===== src/rtl/icx_err_pkg.sv =====
// Package: shared constants and the register write record for the
// interconnect error unit. Assumes a 32-bit register port.
package icx_err_pkg;

    localparam int REG_DW = 32;
    localparam int SEL_W  = 3;

    // word selects, taken from byte address bits [4:2]
    localparam logic [SEL_W-1:0] SEL_DET   = 3'd0;
    localparam logic [SEL_W-1:0] SEL_CTL   = 3'd1;
    localparam logic [SEL_W-1:0] SEL_IEN   = 3'd2;
    localparam logic [SEL_W-1:0] SEL_ATTR  = 3'd3;
    localparam logic [SEL_W-1:0] SEL_ADRH  = 3'd4;
    localparam logic [SEL_W-1:0] SEL_ADRL  = 3'd5;
    localparam logic [SEL_W-1:0] SEL_ATTR2 = 3'd6;

    // field positions that software decodes
    localparam int NEW_CAPV_BIT  = 31;
    localparam int NEW_TYPE_LSB  = 26;
    localparam int NEW_SRC_LSB   = 18;
    localparam int OLD_SRC_LSB   = 24;
    localparam int OLD_UVT_BIT   = 15;
    localparam int OLD_CAPV_BIT  = 0;
    localparam int A2_TYPE_LSB   = 8;
    localparam int FLD_SRC_W     = 8;
    localparam int FLD_TYPE_W    = 5;

    typedef struct packed {
        logic              en;
        logic [SEL_W-1:0]  sel;
        logic [REG_DW-1:0] data;
    } reg_wr_t;

endpackage


===== src/rtl/icx_err_ctrl.sv =====
// Module: control and interrupt-enable registers. Converts the control
// word into per-class detection permits and selects the interrupt mask
// for the chosen convention. Assumes CLS_N <= 32.
module icx_err_ctrl
    import icx_err_pkg::*;
#(
    parameter bit NEWER = 1'b1,
    parameter int CLS_N = 2
) (
    input  logic             clk,
    input  logic             rst_n,
    input  reg_wr_t          wr,
    output logic [CLS_N-1:0] ctl_q,
    output logic [CLS_N-1:0] ien_q,
    output logic [CLS_N-1:0] det_allow,
    output logic [CLS_N-1:0] irq_mask
);

    logic ctl_wr;
    assign ctl_wr = wr.en && (wr.sel == SEL_CTL);

    // control word register, loaded by a write to its select
    always_ff @(posedge clk) begin
        if (!rst_n)      ctl_q <= '0;
        else if (ctl_wr) ctl_q <= wr.data[CLS_N-1:0];
    end

    generate
        if (NEWER) begin : g_new
            logic ien_wr;
            assign ien_wr = wr.en && (wr.sel == SEL_IEN);

            // interrupt-enable register, present only in this convention
            always_ff @(posedge clk) begin
                if (!rst_n)      ien_q <= '0;
                else if (ien_wr) ien_q <= wr.data[CLS_N-1:0];
            end

            // control bits suppress detection; separate interrupt mask
            always_comb begin
                det_allow = ~ctl_q;
                irq_mask  = ien_q;
            end
        end else begin : g_old
            // control bits enable detection and gate the interrupt
            always_comb begin
                ien_q     = '0;
                det_allow = ctl_q;
                irq_mask  = ctl_q;
            end
        end
    endgenerate

    assert_ctl_load_R3: assert property (@(posedge clk) disable iff (!rst_n)
        ctl_wr |=> ctl_q == $past(wr.data[CLS_N-1:0]));

endmodule


===== src/rtl/icx_err_capture.sv =====
// Module: sticky per-class detect flags with write-one-to-clear, and the
// first-error capture record with its valid flag. Assumes event inputs
// and their qualifiers are valid in the cycle the pulse is high.
module icx_err_capture
    import icx_err_pkg::*;
#(
    parameter bit NEWER  = 1'b1,
    parameter int CLS_N  = 2,
    parameter int ADDR_W = 40,
    parameter int SRC_W  = 8,
    parameter int TYPE_W = 5
) (
    input  logic              clk,
    input  logic              rst_n,
    input  logic [CLS_N-1:0]  evt,
    input  logic [CLS_N-1:0]  det_allow,
    input  logic [ADDR_W-1:0] evt_addr,
    input  logic [SRC_W-1:0]  evt_src,
    input  logic [TYPE_W-1:0] evt_type,
    input  logic              evt_uvt,
    input  reg_wr_t           wr,
    output logic [CLS_N-1:0]  flags_q,
    output logic              cap_valid_q,
    output logic [ADDR_W-1:0] cap_addr_q,
    output logic [SRC_W-1:0]  cap_src_q,
    output logic [TYPE_W-1:0] cap_type_q,
    output logic              cap_uvt_q,
    output logic [CLS_N-1:0]  cap_cls_q
);

    logic [CLS_N-1:0] det;
    logic [CLS_N-1:0] clr_flags;
    logic             clr_cap;
    logic             take;

    // qualify events with their detection permits
    always_comb begin
        det       = evt & det_allow;
        clr_flags = (wr.en && wr.sel == SEL_DET) ? wr.data[CLS_N-1:0] : '0;
        take      = !cap_valid_q && (|det);
    end

    // valid-clear position depends on the convention
    generate
        if (NEWER) begin : g_clr_new
            assign clr_cap = wr.en && (wr.sel == SEL_DET) && wr.data[NEW_CAPV_BIT];
        end else begin : g_clr_old
            assign clr_cap = wr.en && (wr.sel == SEL_ATTR) && wr.data[OLD_CAPV_BIT];
        end
    endgenerate

    // one sticky flag per class; a new detection beats a clear
    for (genvar k = 0; k < CLS_N; k++) begin : g_flag
        always_ff @(posedge clk) begin
            if (!rst_n)          flags_q[k] <= 1'b0;
            else if (det[k])     flags_q[k] <= 1'b1;
            else if (clr_flags[k]) flags_q[k] <= 1'b0;
        end

        assert_flag_set_R11: assert property (@(posedge clk) disable iff (!rst_n)
            det[k] |=> flags_q[k]);

        assert_flag_sticky_R4: assert property (@(posedge clk) disable iff (!rst_n)
            (flags_q[k] && !(wr.en && wr.sel == SEL_DET && wr.data[k])) |=> flags_q[k]);
    end

    // capture valid: set by the first error, cleared by software
    always_ff @(posedge clk) begin
        if (!rst_n)       cap_valid_q <= 1'b0;
        else if (take)    cap_valid_q <= 1'b1;
        else if (clr_cap) cap_valid_q <= 1'b0;
    end

    // capture record: loaded only when no capture is held
    always_ff @(posedge clk) begin
        if (!rst_n) begin
            cap_addr_q <= '0;
            cap_src_q  <= '0;
            cap_type_q <= '0;
            cap_uvt_q  <= 1'b0;
            cap_cls_q  <= '0;
        end else if (take) begin
            cap_addr_q <= evt_addr;
            cap_src_q  <= evt_src;
            cap_type_q <= evt_type;
            cap_uvt_q  <= evt_uvt && det[0];
            cap_cls_q  <= det;
        end
    end

    assert_first_kept_R5: assert property (@(posedge clk) disable iff (!rst_n)
        cap_valid_q |=> ($stable(cap_addr_q) && $stable(cap_src_q) && $stable(cap_type_q)));

    assert_capture_valid_R5: assert property (@(posedge clk) disable iff (!rst_n)
        (|det) |=> cap_valid_q || $past(cap_valid_q));

endmodule


===== src/rtl/icx_err_regmux.sv =====
// Module: read-data formatting. Packs flags, enables and the capture
// record into the word layout of the chosen convention. Purely
// combinational; assumes ADDR_W is between 33 and 64.
module icx_err_regmux
    import icx_err_pkg::*;
#(
    parameter bit NEWER  = 1'b1,
    parameter int CLS_N  = 2,
    parameter int ADDR_W = 40,
    parameter int SRC_W  = 8,
    parameter int TYPE_W = 5
) (
    input  logic [SEL_W-1:0]  rd_sel,
    input  logic [CLS_N-1:0]  flags_q,
    input  logic [CLS_N-1:0]  ctl_q,
    input  logic [CLS_N-1:0]  ien_q,
    input  logic              cap_valid_q,
    input  logic [ADDR_W-1:0] cap_addr_q,
    input  logic [SRC_W-1:0]  cap_src_q,
    input  logic [TYPE_W-1:0] cap_type_q,
    input  logic              cap_uvt_q,
    input  logic [CLS_N-1:0]  cap_cls_q,
    output logic [REG_DW-1:0] rdata
);

    localparam int HI_W = ADDR_W - 32;

    logic [REG_DW-1:0] w_det, w_attr, w_attr2, w_adrh, w_adrl;
    logic [FLD_SRC_W-1:0]  src_f;
    logic [FLD_TYPE_W-1:0] type_f;

    // fit captured fields into their fixed-width register fields
    always_comb begin
        src_f   = FLD_SRC_W'(cap_src_q);
        type_f  = FLD_TYPE_W'(cap_type_q);
        w_adrl  = cap_addr_q[31:0];
        w_adrh  = '0;
        w_adrh[HI_W-1:0] = cap_addr_q[ADDR_W-1:32];
        w_attr2 = '0;
        w_attr2[A2_TYPE_LSB +: FLD_TYPE_W] = type_f;
        w_attr2[CLS_N-1:0] = cap_cls_q;
    end

    // convention-specific placement of valid, type, source and qualifier
    generate
        if (NEWER) begin : g_new
            always_comb begin
                w_det = '0;
                w_det[CLS_N-1:0] = flags_q;
                w_det[NEW_CAPV_BIT] = cap_valid_q;
                w_det[NEW_TYPE_LSB +: FLD_TYPE_W] = type_f;
                w_attr = '0;
                w_attr[NEW_SRC_LSB +: FLD_SRC_W] = src_f;
            end
            logic unused_new;
            assign unused_new = cap_uvt_q;
        end else begin : g_old
            always_comb begin
                w_det = '0;
                w_det[CLS_N-1:0] = flags_q;
                w_attr = '0;
                w_attr[OLD_SRC_LSB +: FLD_SRC_W] = src_f;
                w_attr[OLD_UVT_BIT]  = cap_uvt_q;
                w_attr[OLD_CAPV_BIT] = cap_valid_q;
            end
        end
    endgenerate

    // word select
    always_comb begin
        rdata = '0;
        case (rd_sel)
            SEL_DET:   rdata = w_det;
            SEL_CTL:   rdata[CLS_N-1:0] = ctl_q;
            SEL_IEN:   rdata[CLS_N-1:0] = ien_q;
            SEL_ATTR:  rdata = w_attr;
            SEL_ADRH:  rdata = w_adrh;
            SEL_ADRL:  rdata = w_adrl;
            SEL_ATTR2: rdata = w_attr2;
            default:   rdata = '0;
        endcase
    end

endmodule


===== src/rtl/icx_err_report.sv =====
// Module: top of the interconnect error detect and capture unit. Wires
// the control registers, flag/capture store and read formatter, and
// drives the level interrupt. Assumes single-cycle register writes.
module icx_err_report
    import icx_err_pkg::*;
#(
    parameter bit NEWER  = 1'b1,
    parameter int ADDR_W = 40,
    parameter int SRC_W  = 8,
    parameter int TYPE_W = 5,
    parameter int RA_W   = 5
) (
    input  logic              clk,
    input  logic              rst_n,
    input  logic              lae_evt_i,
    input  logic              cv_evt_i,
    input  logic [ADDR_W-1:0] evt_addr_i,
    input  logic [SRC_W-1:0]  evt_src_i,
    input  logic [TYPE_W-1:0] evt_type_i,
    input  logic              evt_uvt_i,
    input  logic              reg_we_i,
    input  logic [RA_W-1:0]   reg_addr_i,
    input  logic [REG_DW-1:0] reg_wdata_i,
    output logic [REG_DW-1:0] reg_rdata_o,
    output logic              irq_o
);

    localparam int CLS_N = 2;

    reg_wr_t           wr;
    logic [SEL_W-1:0]  sel;
    logic [CLS_N-1:0]  evt, ctl_q, ien_q, det_allow, irq_mask, flags_q, cap_cls_q;
    logic              cap_valid_q, cap_uvt_q;
    logic [ADDR_W-1:0] cap_addr_q;
    logic [SRC_W-1:0]  cap_src_q;
    logic [TYPE_W-1:0] cap_type_q;

    // gather the port-level write and event buses
    always_comb begin
        sel     = reg_addr_i[2 +: SEL_W];
        wr.en   = reg_we_i;
        wr.sel  = sel;
        wr.data = reg_wdata_i;
        evt     = {cv_evt_i, lae_evt_i};
    end

    logic unused_addr_lsb;
    assign unused_addr_lsb = ^reg_addr_i[1:0];

    icx_err_ctrl #(.NEWER(NEWER), .CLS_N(CLS_N)) u_ctrl (
        .clk(clk), .rst_n(rst_n), .wr(wr),
        .ctl_q(ctl_q), .ien_q(ien_q), .det_allow(det_allow), .irq_mask(irq_mask)
    );

    icx_err_capture #(.NEWER(NEWER), .CLS_N(CLS_N), .ADDR_W(ADDR_W),
                      .SRC_W(SRC_W), .TYPE_W(TYPE_W)) u_cap (
        .clk(clk), .rst_n(rst_n), .evt(evt), .det_allow(det_allow),
        .evt_addr(evt_addr_i), .evt_src(evt_src_i), .evt_type(evt_type_i),
        .evt_uvt(evt_uvt_i), .wr(wr),
        .flags_q(flags_q), .cap_valid_q(cap_valid_q), .cap_addr_q(cap_addr_q),
        .cap_src_q(cap_src_q), .cap_type_q(cap_type_q), .cap_uvt_q(cap_uvt_q),
        .cap_cls_q(cap_cls_q)
    );

    icx_err_regmux #(.NEWER(NEWER), .CLS_N(CLS_N), .ADDR_W(ADDR_W),
                     .SRC_W(SRC_W), .TYPE_W(TYPE_W)) u_mux (
        .rd_sel(sel), .flags_q(flags_q), .ctl_q(ctl_q), .ien_q(ien_q),
        .cap_valid_q(cap_valid_q), .cap_addr_q(cap_addr_q), .cap_src_q(cap_src_q),
        .cap_type_q(cap_type_q), .cap_uvt_q(cap_uvt_q), .cap_cls_q(cap_cls_q),
        .rdata(reg_rdata_o)
    );

    // level interrupt from pending, enabled flags
    assign irq_o = |(flags_q & irq_mask);

    assert_irq_drop_R9: assert property (@(posedge clk) disable iff (!rst_n)
        (reg_we_i && sel == SEL_DET && ((flags_q & ~reg_wdata_i[CLS_N-1:0]) == '0)
         && !lae_evt_i && !cv_evt_i) |=> !irq_o);

    assert_irq_source_R8: assert property (@(posedge clk) disable iff (!rst_n)
        $rose(irq_o) |-> $past(lae_evt_i || cv_evt_i || reg_we_i));

endmodule


===== config.mk =====
export PLATFORM = sky130hd
export DESIGN_NAME = icx_err_report
export DESIGN_NICKNAME = d
export VERILOG_FILES = /design/src/rtl/icx_err_pkg.sv /design/src/rtl/icx_err_ctrl.sv /design/src/rtl/icx_err_capture.sv /design/src/rtl/icx_err_regmux.sv /design/src/rtl/icx_err_report.sv
export SDC_FILE = /design/constraint.sdc
export NUM_CORES = 1
export LEC_CHECK = 0
export ABC_AREA = 1
export BUFFER_PORTS_ARGS = -buffer_cell sky130_fd_sc_hd__buf_2
export CAP_MARGIN = 20
export CORE_MARGIN = 2
export CORE_UTILIZATION = 40
export DETAILED_ROUTE_END_ITERATION = 8
export MAX_ROUTING_LAYER = met4
export PLACE_DENSITY = 0.76
export SLEW_MARGIN = 10
export SYNTH_ARGS = -nofsm -noshare
export SYNTH_HDL_FRONTEND = slang
export SYNTH_SLANG_ARGS = --single-unit

===== constraint.sdc =====
create_clock -name clk -period 2.1 [get_ports clk]
set_input_delay 0.21 -clock clk [delete_from_list [all_inputs] [get_ports clk]]
set_output_delay 0.21 -clock clk [all_outputs]
set_load 0.03 [all_outputs]

==> flow_results.org, run 1 <==
** Synthesis
- Area share of xor/xnor cells in the synthesized design :: 0
- Multiplexer share of the synthesized area :: 0
- Post-Synth Simple-Gate Area :: 0.247
- Post-Synthesis Cells :: 400
- The mapped netlist covers 0.00274 mm2.
- In this run, distinct cell masters in the synthesized netlist total 17.
- Largest family of logic cells by synthesized area :: simple AND/OR/NAND/NOR gates
- Synthesis warning total :: 0
- Area fraction in compound gates after synthesis :: 0.174
- The number of nets in the synthesized netlist is 496.
- For this run, the register share of the synthesized area comes to 0.453.
- A synthesized cell averages 6.85 um2.
- Fraction of the mapped netlist area in adder cells :: 0
- Register bit total from synthesis :: 62

** Pwr
- Gate power share :: 0.154
- Internal power comes to 2.13 mW.
- Fraction of power spent switching nets :: 0.269
- Leakage Power :: 1.64 nW
- The share of total power dissipated in sequential elements is 0.450.
- Psw :: 0.787 mW
- Clock group share of total power :: 0.396
- Peak supply drop :: 494 uV
- Dividing total power by cell area gives a power density of 837 mW/mm2.

** Status
- The run finished with clean final reports.

** Routing
- In this run the remaining antenna-violating nets after routing total 0.
- WL per Instance :: 12.3 um
- Routed via count divided by cell count :: 4.80
- DRC :: 0
- Total Routed Length :: 7150 um
- Count of routing violations after the opening detailed-route iteration :: 130
- Number of iterations in the first detailed-routing pass :: 4
- Summing over every cut layer, the via total after detailed routing is 2782.

** Layout
- The net count of the finished layout is 590.
- Measured on the finished design, the core utilization comes to 0.520.
- For this run, the number of standard cells in the final layout without fillers is 580.
- In the final layout, the share of cells above drive strength 1 is 0.244.
- Synth-to-Final Area Change :: 27.4%

** Floorplanning
- The floorplan has 30 rows.
- 129 I/O pins were placed.
- Placeable core area :: 0.00672 mm2
- Die height :: 86.8 um
- Total die area :: 0.00753 mm2
- Die X :: 86.8 um
- Initial core utilization :: 0.408

** GRT
- Global routing finished with a remaining overflow of 0.
- Across every metal layer, demand over resource in global routing totals 0.201.
- The number of antenna violations at the first check in global routing came to 1.
- Pin count of the biggest net entering global routing :: 36
- Via count of the first global-routing pass :: 2510
- Wire length of the first global-routing pass :: 11300 um

** STA
- Unrepaired setup endpoints after global routing :: no
- Summed over all failing endpoints, the final setup total negative slack is 0 ns.
- The final hold violation count is 0.
- Maximum clock skew at final layout :: 0.00352 ns
- Based on the critical path, the design can be clocked at up to 593 MHz.
- Number of max-slew violations in the final report :: 0
- Slew Limit Headroom :: 0.728
- The smallest clock period supported by the final layout is computed as 1.69 ns.
- Setup violators final :: 0
- Least-Margin Pin Slew :: 0.408 ns
- Post-route clock period utilization :: 0.803

** CTS
- Clock tree buffer depth :: 2
- Cell at the root of the clock tree :: sky130_fd_sc_hd__clkbuf_8
- For this design, the sink count on the clock tree is 62.
- After clock tree synthesis, the repair step resized 0 gates.
- Post-CTS Repair Setup Buffers :: 0
- TritonCTS built the clock tree.
- Clock buffers created by TritonCTS :: 9
- After clock tree synthesis, the clock-pin slew on the worst setup and hold paths is 0.07 ns.
- Later-pin clock latency in the skew report :: 0.34 ns
- Maximum level of the CTS H-tree :: 3
- The number of hold buffers added after CTS was 0.

** Worst setup path
- For the worst setup path, the data arrival time is 1.48 ns.
- The worst setup path is captured at a primary output.
- Number of cells traversed by the worst register-to-register path :: 6
- In this run the critical register-to-register path is captured at u_cap.cap_addr_q[22].
- Critical Setup Path Class :: input pin to primary output
- Critical path's largest stage delay :: 0.31 ns
- The worst setup path is launched from an input pin.
- Launching point of the worst reg2reg path :: u_ctrl.ctl_q[0]
- Required time reported for the critical path endpoint :: 1.89 ns
- Largest fanout of any net on the critical path :: 19
- Setup slack on the worst reg-to-reg path comes out at 0.67 ns.
- The largest individual stage delay along the critical path comes from the cell sky130_fd_sc_hd__o21ai_0.
- The critical path goes through buf_2 > inv_1 > nand3_1 > buf_4 > o21ai_0 > buf_2.
- Most used cell, CP :: sky130_fd_sc_hd__buf_2

** Placed design
- At the end of routability-driven placement, the weighted congestion stood at 0.838.
- Input and output buffers added on the ports amount to 96.
- Once placement completed, the tool counted placed cells totaling 563.
- The wire-length estimate of the detail-placed layout is 5200 um.

** Min path
- In this run the most critical hold path is launched from evt_addr_i[0].
- Worst hold path stage count :: 3
- The worst hold path terminates at u_cap.cap_addr_q[0].
- Type of the tightest min-delay check :: input pin to flop

** Job
- Across the run, the number of max-cap violations was 0.
==> sequential cells by signal, summed over array words and instances (netlist names) <==
| name | cells |
|---|---|
| u_ctrl.ctl_q | 2 |
| u_cap.cap_src_q | 8 |
| u_cap.cap_cls_q | 2 |
| u_cap.cap_valid_q | 1 |
| u_cap.cap_addr_q | 40 |
| u_cap.flags_q | 2 |
| u_cap.cap_type_q | 5 |
| u_ctrl.ien_q | 2 |
==> metrics by stage <==
step           hold WS [ns]  instance area (um2)  worst slack, ns  total power [mW]
2_1_floorplan         0.330                 2740            0.506              1.64
4_1_cts              0.0987                 3490            0.458              2.94
3_3_place_gp          0.447                 3270            0.473              1.78
3_5_place_dp          0.452                 3270            0.485              1.79
5_1_grt               0.101                 3490            0.334              3.07
6_report              0.112                 3490            0.414              2.92
==> cell usage in the layout, fill, tap and decap left out, types with 5 or more instances in the layout <==
cell / count
sky130_fd_sc_hd__nand4_1: 5
sky130_fd_sc_hd__nand3_1: 9
sky130_fd_sc_hd__clkbuf_8: 10
sky130_fd_sc_hd__nor2_1: 14
sky130_fd_sc_hd__buf_4: 5
sky130_fd_sc_hd__a21oi_1: 60
sky130_fd_sc_hd__buf_2: 96
sky130_fd_sc_hd__nand2_1: 138
sky130_fd_sc_hd__o22ai_1: 19
sky130_fd_sc_hd__o21ai_0: 10
sky130_fd_sc_hd__dfxtp_1: 62
sky130_fd_sc_hd__inv_1: 56
==> power by group through the flow <==
| stage | Clock (mW) | Combinational, mW | Sequential, mW |
|---|---|---|---|
| global route | 1.24 | 0.505 | 1.33 |
| global placement | 0 | 0.446 | 1.34 |
| detailed placement | 0 | 0.453 | 1.34 |
| finish | 1.16 | 0.450 | 1.31 |
| floorplan | 0 | 0.314 | 1.33 |
| CTS | 1.17 | 0.454 | 1.31 |
==> metal layers <==
metal / up-vias / part of all wire / track usage
met5: - / 0 / -
met4: 0 / 0.013 / 0.0781
met3: 11 / 0.067 / 0.0676
met2: 80 / 0.45 / 0.296
met1: 1238 / 0.47 / 0.254
li1: 1453 / - / -
==> logic make-up after synthesis <==
kind of cell,count (synthesis)
simple gates,169
buf+inv,79
flops,62
compound gates,90
==> worst max path at each step <==
stage	to	slack (ns)	cells after the start	startpoint
after global routing	reg_rdata_o[31]	0.33	5	reg_addr_i[3]
after CTS	reg_rdata_o[31]	0.46	5	reg_addr_i[2]
after floorplan	reg_rdata_o[2]	0.51	5	reg_addr_i[3]
after global placement	reg_rdata_o[2]	0.47	6	reg_addr_i[3]
after detailed placement	reg_rdata_o[2]	0.48	6	reg_addr_i[3]
final	reg_rdata_o[2]	0.41	6	reg_addr_i[3]
==> critical path, delay by kind of cell <==
| kind | cells | cell delay, ns |
|---|---|---|
| AOI/OAI and AO/OA | 1 | 0.31 |
| and+or+nand+nor | 1 | 0.18 |
| buffers and inverters | 4 | 0.77 |
==> layout make-up <==
| cell class | instances | area (um2) |
|---|---|---|
| Timing Repair Buffer | 103 | 558 |
| Clock buffer | 12 | 145 |
| Multi-Input combinational cell | 259 | 1150 |
| Fill cell | 666 | 3230 |
| Tap cell | 80 | 100 |
| Antenna cell | 1 | 2.50 |
| Clock inverter | 4 | 70.1 |
| Sequential cell | 62 | 1240 |
| Inverter | 59 | 221 |
==> synthesized netlist by cell type <==
library cell,number,share of area
sky130_fd_sc_hd__nand4_1,5,0.011
sky130_fd_sc_hd__o21ai_0,10,0.018
sky130_fd_sc_hd__nor3_4,1,0.0059
sky130_fd_sc_hd__clkbuf_1,6,0.0082
sky130_fd_sc_hd__nand2_1,138,0.19
sky130_fd_sc_hd__buf_2,9,0.016
sky130_fd_sc_hd__a22o_1,1,0.0032
sky130_fd_sc_hd__o22ai_1,19,0.043
sky130_fd_sc_hd__inv_1,56,0.077
sky130_fd_sc_hd__buf_6,5,0.021
sky130_fd_sc_hd__dfxtp_1,62,0.45
sky130_fd_sc_hd__a21oi_1,60,0.11
sky130_fd_sc_hd__nand3_1,9,0.016
sky130_fd_sc_hd__nor2_1,14,0.019
sky130_fd_sc_hd__clkinv_1,1,0.0014
sky130_fd_sc_hd__nand2_2,2,0.0046
sky130_fd_sc_hd__inv_2,2,0.0027
Note: power is estimated with default switching activity, not from simulation.
==> run 2, diff against run 1 <==
Settings changed: ABC_AREA 1 to 0, PLACE_DENSITY 0.76 to 0.77.
Clock period 2.1 ns to 1.4 ns, I/O delays scaled along.
==> flow_results.org, run 2 <==
** GRT
- The total global routing track utilization came to 0.186 (-0.0147).
- Wire length of the first global-routing pass :: 12300 um (+8.1%)
- Pin count of the biggest net entering global routing :: 47 (+31%)
- Overflow left after global routing :: 0 (unchanged)
- The number of antenna violations at the first check in global routing came to 0 (-1).
- The via count of the first global-routing pass came to 2711 (+8.0%).

** Layout
- Core occupancy in the finished layout :: 0.528 (+0.00789)
- Synth-to-Final Area Change :: 30.1%
- Max reg flops :: 40 (unchanged)
- Number of diodes :: 0 (-1)
- The register with the most flip-flops in the final layout is u_cap.cap_addr_q.
- The count of non-filler cells in the finished layout came to 555 (-4.3%).
- The layout cell share with drive strength beyond 1 is 0.329 (+0.0844).
- The number of nets in the layout was 547 (-7.3%).
- The largest registers in the layout are u_cap.cap_addr_q: 40 flops, u_cap.cap_src_q: 8 flops, u_cap.cap_type_q: 5 flops.
- FILL cells :: 735 (+10%)
- The top cell types in the final layout, fill and taps aside, are sky130_fd_sc_hd__nand2_1 (106), sky130_fd_sc_hd__buf_2 (89), sky130_fd_sc_hd__mux2i_1 (65).
- The library cell used most frequently in the layout, excluding fill and tap cells, is sky130_fd_sc_hd__nand2_1.
- The cell area after layout came to 0.00401 mm2 (+15%).

** Placed design
- Gp weighted congestion :: 0.822 (-1.8%)
- Post-Place Worst Slack :: -0.102 ns (-0.587 ns)
- Number of cells after detailed placement :: 536 (-4.8%)
- Area of placed instances :: 0.00370 mm2 (+13%)
- Buffers on Ports :: 96 (unchanged)
- Dpl hpwl :: 5350 um (+3.0%)

** Pwr
- The total design power came to 4.20 mW (+44%).
- The net switching component of the power is 1.15 mW (+47%).
- The static leakage power came to 1.92 nW (+17%).
- Power Internal :: 3.04 mW (+43%)
- The total power divided by cell area was 1050 mW/mm2 (+25%).
- The fraction of power spent switching nets is 0.275 (+0.00542).
- Relative contribution of sequential cells to total power :: 0.477 (+0.027)
- Peak supply drop :: 455 uV (-7.9%)
- The clock share of power was 0.319 (-0.077).
- Gate power share :: 0.204 (+0.050)

** Status
- The flow ran to the end, but the final reports show violations.
- The checks that failed: setup timing.

** STA
- Post-route clock period utilization :: 1.09
- Setup repair after global routing could not meet its margin everywhere.
- F_max :: 655 MHz
- The final setup TNS was -0.245 ns (-0.245 ns).
- Minimum clock period after layout :: 1.53 ns
- The headroom to the max-slew limit came to 0.794 (+0.0668).
- The maximum clock skew at final layout was 0.00341 ns (-0.000105 ns).
- The final worst-path setup slack was -0.126 ns (-0.540 ns).
- Setup violators final :: 2 (+2)
- The max-slew violation count is 0 (unchanged).
- The final hold violation count is 0 (unchanged).
- The worst slack on hold paths came to 0.0465 ns (-0.0654 ns).
- The transition at the pin with the smallest max-transition slack was 0.308 ns (-0.0991 ns).

** Floorplanning
- The initial standard-cell utilization of the core is 0.406 (-0.00223).
- The I/O pin count came to 129 (unchanged).
- Number of placement rows :: 32 (+6.7%)
- Die X :: 91.8 um (+5.8%)
- Placeable core area :: 0.00761 mm2 (+13%)
- The die area came to 0.00843 mm2 (+12%).
- The vertical extent of the die was 91.8 um (+5.8%).

** Routing
- The remaining design rule violation count was 0 (unchanged).
- Routed via count divided by cell count :: 4.90 (+2.2%)
- Number of iterations in the first detailed-routing pass :: 4 (unchanged)
- Count of routing violations after the opening detailed-route iteration :: 66 (-49%)
- The final wirelength was 7750 um (+8.4%).
- Vias after detailed routing :: 2720 (-2.2%)
- The average wire per cell in the routed design is 14.0 um (+13%).
- Antenna-violating nets left :: 0 (unchanged)

** Worst setup path
- Start point of the critical path :: u_ctrl.ien_q[1]
- The required time of the worst setup path is 1.26 ns (-0.63 ns).
- The critical path's largest stage delay was 0.34 ns (+0.03 ns).
- CP max-delay cell :: sky130_fd_sc_hd__a221o_1
- Critical path, cell by cell :: mux2_2 > a221o_1 > buf_6
- Element type at the critical path start :: flop
- In this run the critical register-to-register path is launched from u_ctrl.ctl_q[0].
- The arrival time at the worst endpoint was 1.39 ns (-0.09 ns).
- Largest fanout of any net on the critical path :: 2 (-17)
- STA classifies the critical path endpoint as a primary output.
- By startpoint and endpoint, the worst setup path is classified as flop to primary output.

** Synthesis
- The number of distinct library cells after synthesis was 27 (+10).
- Main flop type after synthesis :: sky130_fd_sc_hd__dfxtp_1
- Most numerous cell types in the synthesized netlist :: sky130_fd_sc_hd__nand2_1 (106), sky130_fd_sc_hd__mux2i_1 (65), sky130_fd_sc_hd__dfxtp_1 (62)
- The number of synthesized register bits came to 62 (unchanged).
- The area fraction of the dominant cell type after synthesis was 0.402 (-0.0507).
- sky130_fd_sc_hd__nand2_1 is the most common cell in the netlist.
- The count of mapped cells out of synthesis is 351 (-12%).
- The sequential area share after synthesis was 0.402 (-0.0507).
- The post-synthesis net count is 447 (-9.9%).
- Number of enable flip-flop cells after synthesis :: 0 (unchanged)
- Cell area after synthesis :: 0.00309 mm2 (+13%)
- Synthesized area per cell :: 8.79 um2 (+28%)
- The synthesized design spends more area on one cell type than any other, namely sky130_fd_sc_hd__dfxtp_1.
- The count of warnings emitted by yosys was 0 (unchanged).
- Proportion of synthesized flip-flops having asynchronous set or reset :: 0 (unchanged)
- Dominant cells by area after synthesis :: sky130_fd_sc_hd__dfxtp_1 (40%), sky130_fd_sc_hd__mux2i_1 (21%), sky130_fd_sc_hd__nand2_1 (13%)

** CTS
- The number of CTS-inserted buffers is 9 (unchanged).
- Clock tree buffer depth :: 2 (unchanged)
- Later-pin clock latency in the skew report :: 0.32 ns (-0.02 ns)
- The number of H-tree levels came to 3 (unchanged).
- Total clock sinks :: 62 (unchanged)
- The clock transition at the registers of the reported paths came to 0.06 ns (about the same).
- The hold-fix buffer count after cts is 0 (unchanged).
- Clock tree synthesis selected as its root buffer the cell sky130_fd_sc_hd__clkbuf_8.
- TritonCTS clock tree :: yes

** Job
- The count of max-cap constraint violations was 0 (unchanged).

** Min path
- The tightest min-delay check is of the input pin to flop type.
- Hold_sp :: reg_wdata_i[0]
run 2: changes by cell type after synthesis, moves of 5 or more:
cell                       delta
sky130_fd_sc_hd__and3_1       +5
sky130_fd_sc_hd__clkbuf_1     +9
sky130_fd_sc_hd__o21ai_0      -6
sky130_fd_sc_hd__nand2_1     -32
sky130_fd_sc_hd__nand4_1      -5
sky130_fd_sc_hd__nor2b_1     +22
sky130_fd_sc_hd__a22oi_1     +19
sky130_fd_sc_hd__o22ai_1     -19
sky130_fd_sc_hd__mux2i_1     +65
sky130_fd_sc_hd__nand3_1      -9
sky130_fd_sc_hd__inv_1       -56
sky130_fd_sc_hd__a21oi_1     -60
run 2: kinds of logic after synthesis:
family | synth area share
AO/OA/AOI/OAI | 0.0787
multiplexers | 0.227
flip-flops | 0.402
AND/OR/NAND/NOR | 0.236
buffers and inverters | 0.0568
run 2: final cells by class:
class	count	area, um2	area share
Clock buffer	11	151	0.0377
Clock inverter	2	10.0	0.00249
Multi-Input combinational cell	260	1680	0.419
Sequential cell	62	1250	0.311
Tap cell	102	128	0.0318
Timing Repair Buffer	118	793	0.198
run 2: layer usage:
layer  vias up  track usage  routed length [um]
li1       1372            -                   -
met1      1268        0.226                3620
met2        78        0.309                3730
met3         2       0.0403                 365
met4         0       0.0622                  31
met5         -            -                   0
run 2: final timing paths:
check,endpoint,slack (ns),depth (start not counted)
worst max-delay path,reg_rdata_o[1],-0.13,3
worst max register to register,u_cap.cap_addr_q[10],0.04,5
worst min-delay path,u_cap.flags_q[0],0.05,2
worst min register to register,u_cap.cap_addr_q[15],0.45,2
run 2: timing repair:
item                                    4_1_cts  5_1_grt
buffers inserted                              2        1
pin swaps                                     2        1
cloned                                        0        3
resized for setup                            10       13
endpoints found under the setup margin       14       26
run 2: power by group through the flow:
stage	logic (mW)	clock network [mW]	registers (mW)
floorplan	0.550	0	2.01
CTS	0.777	1.39	2.00
detailed placement	0.766	0	2.04
global placement	0.748	0	2.03
finish	0.856	1.34	2.00
global route	0.930	1.48	2.02
run 2: critical path: cells and delay by family (launching register included):
kind / cells / cell delay, ns
flip-flops: 1 / 0.32
AO/OA/AOI/OAI: 1 / 0.34
multiplexers: 1 / 0.26
buffers and inverters: 1 / 0.15
